File: config.mk
export PLATFORM = sky130hd
export DESIGN_NAME = colorspace_conv
export DESIGN_NICKNAME = d
export VERILOG_FILES = /design/src/rtl/csc_pkg.sv /design/src/rtl/csc_fmt_resolve.sv /design/src/rtl/csc_pipe_delay.sv /design/src/rtl/csc_lane.sv /design/src/rtl/colorspace_conv.sv
export SDC_FILE = /design/constraint.sdc
export NUM_CORES = 2
export LEC_CHECK = 0
export BUFFER_PORTS_ARGS = -buffer_cell sky130_fd_sc_hd__buf_2
export CAP_MARGIN = 0
export CORE_MARGIN = 2
export CORE_UTILIZATION = 40
export CTS_BUF_LIST = sky130_fd_sc_hd__clkbuf_16
export DETAILED_ROUTE_END_ITERATION = 10
export SLEW_MARGIN = 20
export SYNTH_ARGS = -nofsm -noshare
export SYNTH_HDL_FRONTEND = slang
export SYNTH_SLANG_ARGS = --single-unit
File: constraint.sdc
create_clock -name clk -period 23 [get_ports clk]
set_input_delay 1.15 -clock clk [delete_from_list [all_inputs] [get_ports clk]]
set_output_delay 1.15 -clock clk [all_outputs]
set_load 0.02 [all_outputs]
File: src/rtl/csc_pkg.sv
package csc_pkg;

  // Per-pixel conversion mode
  typedef enum logic [1:0] {
    XF_PASS_A = 2'b00,
    XF_PASS_B = 2'b01,
    XF_RGB2YC = 2'b10,
    XF_YC2RGB = 2'b11
  } xform_e;

  // Input color format reported to downstream logic
  typedef enum logic [1:0] {
    FMT_RGB   = 2'b00,
    FMT_YC422 = 2'b01,
    FMT_YC444 = 2'b10,
    FMT_RSVD  = 2'b11
  } colfmt_e;

  // Which of the three offsets a component uses
  typedef enum logic [1:0] {
    OFS_NONE,
    OFS_LUMA,
    OFS_CHROMA,
    OFS_RGB
  } ofs_kind_e;

  function automatic logic is_convert(xform_e m);
    return (m == XF_RGB2YC) || (m == XF_YC2RGB);
  endfunction

  // Offset removed from input component ch before the multiply
  function automatic ofs_kind_e in_ofs_kind(xform_e m, int ch);
    case (m)
      XF_RGB2YC: return OFS_RGB;
      XF_YC2RGB: return (ch == 0) ? OFS_LUMA : OFS_CHROMA;
      default:   return OFS_NONE;
    endcase
  endfunction

  // Offset added to output component ch after the multiply
  function automatic ofs_kind_e out_ofs_kind(xform_e m, int ch);
    case (m)
      XF_RGB2YC: return (ch == 0) ? OFS_LUMA : OFS_CHROMA;
      XF_YC2RGB: return OFS_RGB;
      default:   return OFS_NONE;
    endcase
  endfunction

endpackage

File: src/rtl/csc_fmt_resolve.sv
module csc_fmt_resolve
  import csc_pkg::*;
(
  input  logic       dvi_link,
  input  logic       force_fmt,
  input  logic [1:0] forced_fmt,
  input  logic [1:0] avi_fmt,
  output logic [1:0] eff_fmt
);

  // A DVI link carries RGB only; otherwise configuration beats the infoframe
  always_comb begin
    if (dvi_link)       eff_fmt = FMT_RGB;
    else if (force_fmt) eff_fmt = forced_fmt;
    else                eff_fmt = avi_fmt;
  end

endmodule

File: src/rtl/csc_pipe_delay.sv
module csc_pipe_delay #(
  parameter int W     = 8,
  parameter int DEPTH = 3
) (
  input  logic         clk,
  input  logic         rst_n,
  input  logic [W-1:0] din,
  output logic [W-1:0] dout
);

  generate
    if (DEPTH == 0) begin : g_wire
      assign dout = din;
    end else begin : g_regs
      logic [W-1:0] stage_q [DEPTH];
      always_ff @(posedge clk or negedge rst_n) begin
        if (!rst_n) begin
          for (int i = 0; i < DEPTH; i++) stage_q[i] <= '0;
        end else begin
          stage_q[0] <= din;
          for (int i = 1; i < DEPTH; i++) stage_q[i] <= stage_q[i-1];
        end
      end
      assign dout = stage_q[DEPTH-1];
    end
  endgenerate

endmodule

File: src/rtl/csc_lane.sv
module csc_lane #(
  parameter int PIX_W  = 8,
  parameter int COEF_W = 14,
  parameter int FRAC   = 11
) (
  input  logic                     clk,
  input  logic                     rst_n,
  input  logic signed [PIX_W+1:0]  d0,
  input  logic signed [PIX_W+1:0]  d1,
  input  logic signed [PIX_W+1:0]  d2,
  input  logic signed [COEF_W-1:0] k0,
  input  logic signed [COEF_W-1:0] k1,
  input  logic signed [COEF_W-1:0] k2,
  input  logic [PIX_W-1:0]         ofs_add,
  output logic [PIX_W-1:0]         y
);

  localparam int DW    = PIX_W + 2;
  localparam int SUM_W = DW + COEF_W + 2;
  localparam int QW    = SUM_W - FRAC + 2;
  localparam logic signed [SUM_W-1:0] HALF = SUM_W'(1) << (FRAC - 1);
  localparam logic signed [QW-1:0]    MAXV = QW'((1 << PIX_W) - 1);

  // Three-term signed dot product at full precision
  function automatic logic signed [SUM_W-1:0] mac3(
    logic signed [DW-1:0] a0, logic signed [DW-1:0] a1, logic signed [DW-1:0] a2,
    logic signed [COEF_W-1:0] b0, logic signed [COEF_W-1:0] b1, logic signed [COEF_W-1:0] b2);
    return SUM_W'(a0) * SUM_W'(b0) + SUM_W'(a1) * SUM_W'(b1) + SUM_W'(a2) * SUM_W'(b2);
  endfunction

  logic signed [SUM_W-1:0] sum_q;
  logic signed [SUM_W-1:0] rnd;
  logic signed [SUM_W-1:0] shf;
  logic signed [QW-1:0]    lvl;
  logic                    sat_hi;
  logic                    sat_lo;

  // Half-LSB rounding, arithmetic shift (floor), then output offset
  assign rnd    = sum_q + HALF;
  assign shf    = rnd >>> FRAC;
  assign lvl    = QW'(shf) + QW'($signed({1'b0, ofs_add}));
  assign sat_hi = lvl > MAXV;
  assign sat_lo = lvl < 0;

  always_ff @(posedge clk or negedge rst_n) begin
    if (!rst_n) begin
      sum_q <= '0;
      y     <= '0;
    end else begin
      sum_q <= mac3(d0, d1, d2, k0, k1, k2);
      y     <= sat_hi ? '1 : (sat_lo ? '0 : lvl[PIX_W-1:0]);
    end
  end


  clamp_high_chk: assert property (@(posedge clk) disable iff (!rst_n)
    sat_hi |=> (y == '1));


  clamp_low_chk: assert property (@(posedge clk) disable iff (!rst_n)
    sat_lo |=> (y == '0));

endmodule

File: src/rtl/colorspace_conv.sv
module colorspace_conv
  import csc_pkg::*;
#(
  parameter int PIX_W     = 8,
  parameter int COEF_W    = 14,
  parameter int COEF_LO_W = 8,
  parameter int FRAC      = 11
) (
  input  logic                                clk,
  input  logic                                rst_n,
  input  logic [1:0]                          xform_sel,
  input  logic [9*COEF_LO_W-1:0]              coef_lo,
  input  logic [9*(COEF_W-COEF_LO_W)-1:0]     coef_hi,
  input  logic [PIX_W-1:0]                    luma_ofs,
  input  logic [PIX_W-1:0]                    chroma_ofs,
  input  logic [PIX_W-1:0]                    rgb_ofs,
  input  logic                                dvi_link,
  input  logic                                force_fmt,
  input  logic [1:0]                          forced_fmt,
  input  logic [1:0]                          avi_fmt,
  output logic [1:0]                          eff_fmt,
  input  logic                                in_valid,
  input  logic                                in_hs,
  input  logic                                in_vs,
  input  logic                                in_de,
  input  logic [PIX_W-1:0]                    in_c0,
  input  logic [PIX_W-1:0]                    in_c1,
  input  logic [PIX_W-1:0]                    in_c2,
  output logic                                out_valid,
  output logic                                out_hs,
  output logic                                out_vs,
  output logic                                out_de,
  output logic [PIX_W-1:0]                    out_c0,
  output logic [PIX_W-1:0]                    out_c1,
  output logic [PIX_W-1:0]                    out_c2
);

  localparam int NCH    = 3;
  localparam int NCOEF  = NCH * NCH;
  localparam int HI_W   = COEF_W - COEF_LO_W;
  localparam int DW     = PIX_W + 2;
  localparam int LAT    = 3;
  localparam int SBW    = 4;
  localparam int RAWW   = NCH * PIX_W;
  localparam int WW     = $clog2(LAT + 1);

  function automatic logic [PIX_W-1:0] pick_ofs(ofs_kind_e k, logic [PIX_W-1:0] l,
                                                logic [PIX_W-1:0] c, logic [PIX_W-1:0] r);
    case (k)
      OFS_LUMA:   return l;
      OFS_CHROMA: return c;
      OFS_RGB:    return r;
      default:    return '0;
    endcase
  endfunction

  // Format resolution
  csc_fmt_resolve u_fmt (
    .dvi_link   (dvi_link),
    .force_fmt  (force_fmt),
    .forced_fmt (forced_fmt),
    .avi_fmt    (avi_fmt),
    .eff_fmt    (eff_fmt)
  );

  // Coefficient assembly from low byte and high part
  logic signed [COEF_W-1:0] coef [NCOEF];
  for (genvar k = 0; k < NCOEF; k++) begin : g_coef
    assign coef[k] = $signed({coef_hi[k*HI_W +: HI_W], coef_lo[k*COEF_LO_W +: COEF_LO_W]});
  end

  logic [PIX_W-1:0] pix_in [NCH];
  assign pix_in[0] = in_c0;
  assign pix_in[1] = in_c1;
  assign pix_in[2] = in_c2;

  xform_e mode_in;
  assign mode_in = xform_e'(xform_sel);

  // Stage 1: input offsets; the mode is captured with the pixel
  xform_e                s1_mode;
  xform_e                s2_mode;
  logic                  s3_conv;
  logic signed [DW-1:0]  s1_d [NCH];
  logic [PIX_W-1:0]      ofs_sub [NCH];
  logic [PIX_W-1:0]      ofs_add [NCH];

  always_comb begin
    for (int j = 0; j < NCH; j++) begin
      ofs_sub[j] = pick_ofs(in_ofs_kind(mode_in, j), luma_ofs, chroma_ofs, rgb_ofs);
      ofs_add[j] = pick_ofs(out_ofs_kind(s2_mode, j), luma_ofs, chroma_ofs, rgb_ofs);
    end
  end

  always_ff @(posedge clk or negedge rst_n) begin
    if (!rst_n) begin
      s1_mode <= XF_PASS_A;
      s2_mode <= XF_PASS_A;
      s3_conv <= 1'b0;
      for (int j = 0; j < NCH; j++) s1_d[j] <= '0;
    end else begin
      s1_mode <= mode_in;
      s2_mode <= s1_mode;
      s3_conv <= is_convert(s2_mode);
      for (int j = 0; j < NCH; j++)
        s1_d[j] <= $signed({2'b00, pix_in[j]}) - $signed({2'b00, ofs_sub[j]});
    end
  end

  // Stages 2 and 3: one multiply-accumulate lane per output component
  logic [PIX_W-1:0] lane_y [NCH];
  for (genvar i = 0; i < NCH; i++) begin : g_lane
    csc_lane #(.PIX_W(PIX_W), .COEF_W(COEF_W), .FRAC(FRAC)) u_lane (
      .clk     (clk),
      .rst_n   (rst_n),
      .d0      (s1_d[0]),
      .d1      (s1_d[1]),
      .d2      (s1_d[2]),
      .k0      (coef[i*NCH + 0]),
      .k1      (coef[i*NCH + 1]),
      .k2      (coef[i*NCH + 2]),
      .ofs_add (ofs_add[i]),
      .y       (lane_y[i])
    );
  end

  // Sidebands and raw pixel follow the same number of stages
  logic [SBW+RAWW-1:0] dly_out;
  csc_pipe_delay #(.W(SBW + RAWW), .DEPTH(LAT)) u_dly (
    .clk   (clk),
    .rst_n (rst_n),
    .din   ({in_valid, in_hs, in_vs, in_de, in_c2, in_c1, in_c0}),
    .dout  (dly_out)
  );

  logic [PIX_W-1:0] raw_pix [NCH];
  for (genvar i = 0; i < NCH; i++) begin : g_raw
    assign raw_pix[i] = dly_out[i*PIX_W +: PIX_W];
  end

  assign {out_valid, out_hs, out_vs, out_de} = dly_out[RAWW +: SBW];
  assign out_c0 = s3_conv ? lane_y[0] : raw_pix[0];
  assign out_c1 = s3_conv ? lane_y[1] : raw_pix[1];
  assign out_c2 = s3_conv ? lane_y[2] : raw_pix[2];

  // Cycles since reset, saturating, so history checks look no further back
  logic [WW-1:0] warm_q;
  always_ff @(posedge clk or negedge rst_n) begin
    if (!rst_n)                    warm_q <= '0;
    else if (warm_q != WW'(LAT))   warm_q <= warm_q + 1'b1;
  end


  sideband_delay_chk: assert property (@(posedge clk) disable iff (!rst_n)
    (warm_q == WW'(LAT)) |->
      ({out_valid, out_hs, out_vs, out_de} == $past({in_valid, in_hs, in_vs, in_de}, 3)));


  passthru_chk: assert property (@(posedge clk) disable iff (!rst_n)
    ((warm_q == WW'(LAT)) && !$past(xform_sel[1], 3)) |->
      ({out_c2, out_c1, out_c0} == $past({in_c2, in_c1, in_c0}, 3)));


  dvi_rgb_chk: assert property (@(posedge clk) disable iff (!rst_n)
    dvi_link |-> (eff_fmt == FMT_RGB));


  force_fmt_chk: assert property (@(posedge clk) disable iff (!rst_n)
    (!dvi_link && force_fmt) |-> (eff_fmt == forced_fmt));

endmodule

==> impl_metrics.yaml <==
status:
  status: "complete, no violations"
global_route:
  grt_max_degree: 121
  track_usage_pct: 20.70
  gr-total-overflow: 0
  antenna_found_initial: 24
  grt_first_pass_wirelength_um: 214500
  grt_pass1_vias: 39530
clock_tree:
  cts-root-buf: "clkbuf_16"
  cts_setup_buffers: 0
  htree_levels: 4
  clock_latency_ns: 0.45
  ctsHoldBuffers: 0
  cts_resized: 0
  cts.sinks: 188
  clockBufferDepth: 2
  cts_buffers: 17
  clk_pin_slew_ns: 0.07
  cts_tree: "built"
setup_path:
  crit_fanout: 42
  critical_path.max_stage_delay_ns: 0.67
  ff2ff_setup_slack_ns: 14.97
  crit_slowest_cell: "o41ai_1"
  cp.arrival_ns: 8.37
  cp-start-kind: "flop"
  end_kind: "flop"
  critPathKind: "reg -> reg"
  r2r_end: "g_lane[2].u_lane.sum_q[25]"
  required_ns: 23.33
  rr_startpoint: "s1_d[20]"
  reg2reg_depth: 25
  path_delay_family: "adder cells"
  critPathMostFrequentCell: "fa_1"
  crit_buf_inv: 3
synthesis:
  synth_area_sq_um: 51530
  synth_edf_count: 0
  ys_types: 70
  synth_seq_area_share_pct: 9.130
  yosysWarnings: 0
  synthesis.nets: 7322
  syn_area_per_cell_sq_um: 9.260
  syn_inst: 5565
  synthFlopType: "dfrtp_1"
  async_flop_share_pct: 100.0
  ys_seq_elements: 188
finish:
  layout_commonest_cell: "inv_1"
  final_cell_mix: "inv_1, fa_1, nand2_1, ha_1, and2_1"
  syn_to_final_growth_pct: 6.420
  nFillCells: 12430
  layout-drive-gt1-share_pct: 5.862
  fin_nets: 7391
timing:
  hold_viol: 0
  maxSlewViolCount: 0
  layout_min_cycle_time_ns: 8.034
  setup_viol: 0
  rsz0062_at_grt: "false"
  post-route-period-util_pct: 34.93
  fmax_ghz: 0.1245
  fin_setup_tns_ns: 0
  finalClockSkew_ns: 0.01775
  slew_headroom_pct: 28.66
  worst_pin_slew_ns: 1.070
hold_path:
  hold_path_class: "reg -> reg"
  hold-path-endpoint: "u_dly.dout[10]"
  min_path_cells: 0
  min_from: "u_dly.g_regs.stage_q[38]"
detailed_routing:
  ant_nets: 0
  dr.pass1.iters: 6
  avgViaCountPerCell: 5.060
  routed-via-count: 37040
  wl_per_cell_um: 18.00
  drtIter0Drc: 2045
  routed_wl_um: 131700
  drc: 0
die:
  core_area_sq_um: 127700
  die_y_um: 362.9
  dieArea_sq_um: 131700
  initial_core_util_pct: 40.36
  fp-row-count: 131
  die_x_um: 362.9
  top_level_ports: 218
placed_design:
  hpwlAfterDp_um: 109600
  gp_congestion: 0.9042
  numPortBuffers: 217
run:
  max-cap-violations: 0
==> flip-flops by register name, indices dropped and copies added (netlist names) <==
register and cells:
g_lane.u_lane.sum_q 48, g_lane.u_lane.y 24, s1_d 27, s1_mode 2, s2_mode 2, s3_conv 1, u_dly.dout 28, u_dly.g_regs.stage_q 56
==> per-layer routing <==
layer / GRT usage, % / share of wire [%] / wire length, um / vias to the layer above
met5: 0 / 0.12 / 158 / -
li1: - / - / - / 17250
met4: 5.842 / 2.9 / 3768 / 24
met2: 35.22 / 48 / 63720 / 785
met3: 2.869 / 4.8 / 6368 / 147
met1: 27.51 / 44 / 57720 / 18830
==> synth_stat cells, types with 26 or more instances <==
cell	instances	area [sq um]
a21o_1	66	495.5
buf_1	39	146.4
xor2_1	116	1016
mux2_2	28	315.3
nand2_1	596	2237
dfrtp_1	188	4705
a21oi_1	148	740.7
ha_1	552	6907
and2_1	550	3441
nor2_1	229	859.6
fa_1	1017	20360
o21ai_0	131	655.6
and3_1	26	162.7
xnor2_1	173	1515
nand3_1	47	235.2
clkbuf_1	158	593.1
nor3_1	45	225.2
a21boi_0	32	240.2
nor2b_1	51	319.1
inv_1	1047	3930
nand2b_1	67	419.2
==> how the worst max path moves through the flow <==
stage / start / to / slack (ns) / depth (start not counted)
4_1_cts: s1_d[0] / g_lane[0].u_lane.sum_q[24] / 15.01 / 27
6_report: s1_d[20] / g_lane[2].u_lane.sum_q[25] / 14.97 / 25
5_1_grt: s1_d[1] / g_lane[2].u_lane.sum_q[23] / 14.50 / 30
2_1_floorplan: coef_lo[69] / g_lane[2].u_lane.sum_q[23] / 15.22 / 31
3_3_place_gp: coef_lo[71] / g_lane[2].u_lane.sum_q[23] / 14.56 / 31
3_5_place_dp: coef_lo[71] / g_lane[2].u_lane.sum_q[23] / 14.56 / 31
==> through the flow <==
step	std cells	worst slack, ns	utilization, %	cell area (sq um)	hold WS [ns]
CTS	7309	15.01	42.93	54810	0.3482
global route	7317	14.50	42.95	54830	0.3468
global placement	7277	14.56	42.45	54200	0.3313
finish	7319	14.97	42.95	54840	0.3484
detailed placement	7277	14.56	42.45	54200	0.3347
floorplan	5565	15.22	-	51530	0.3312
==> logic make-up after synthesis <==
family / after synthesis / share of synthesized area [%]
xor gates and xnor gates: 289 / 4.912
muxes: 34 / 0.7284
AOI/OAI and AO/OA: 542 / 6.709
and+or+nand+nor: 1696 / 16.52
buffers and inverters: 1247 / 9.086
adders and majority gates: 1569 / 52.91
DFF: 188 / 9.130
==> area by class of cell <==
class                      instances  area (sq um)  area share, %
inverter                        1049          3938          7.180
timing repair buffer             248          1328          2.421
antenna                           10         25.02        0.04563
clock buffer                      17         425.4         0.7757
tap                             1662          2079          3.792
sequential                       188          4710          8.588
multi-input combinational       4130         42140          76.85
clock inverter                    15         190.2         0.3468
Power is left out: the tool's default activity adds up to more than one toggle a clock period on the data nets, which glitch-free logic cannot reach.
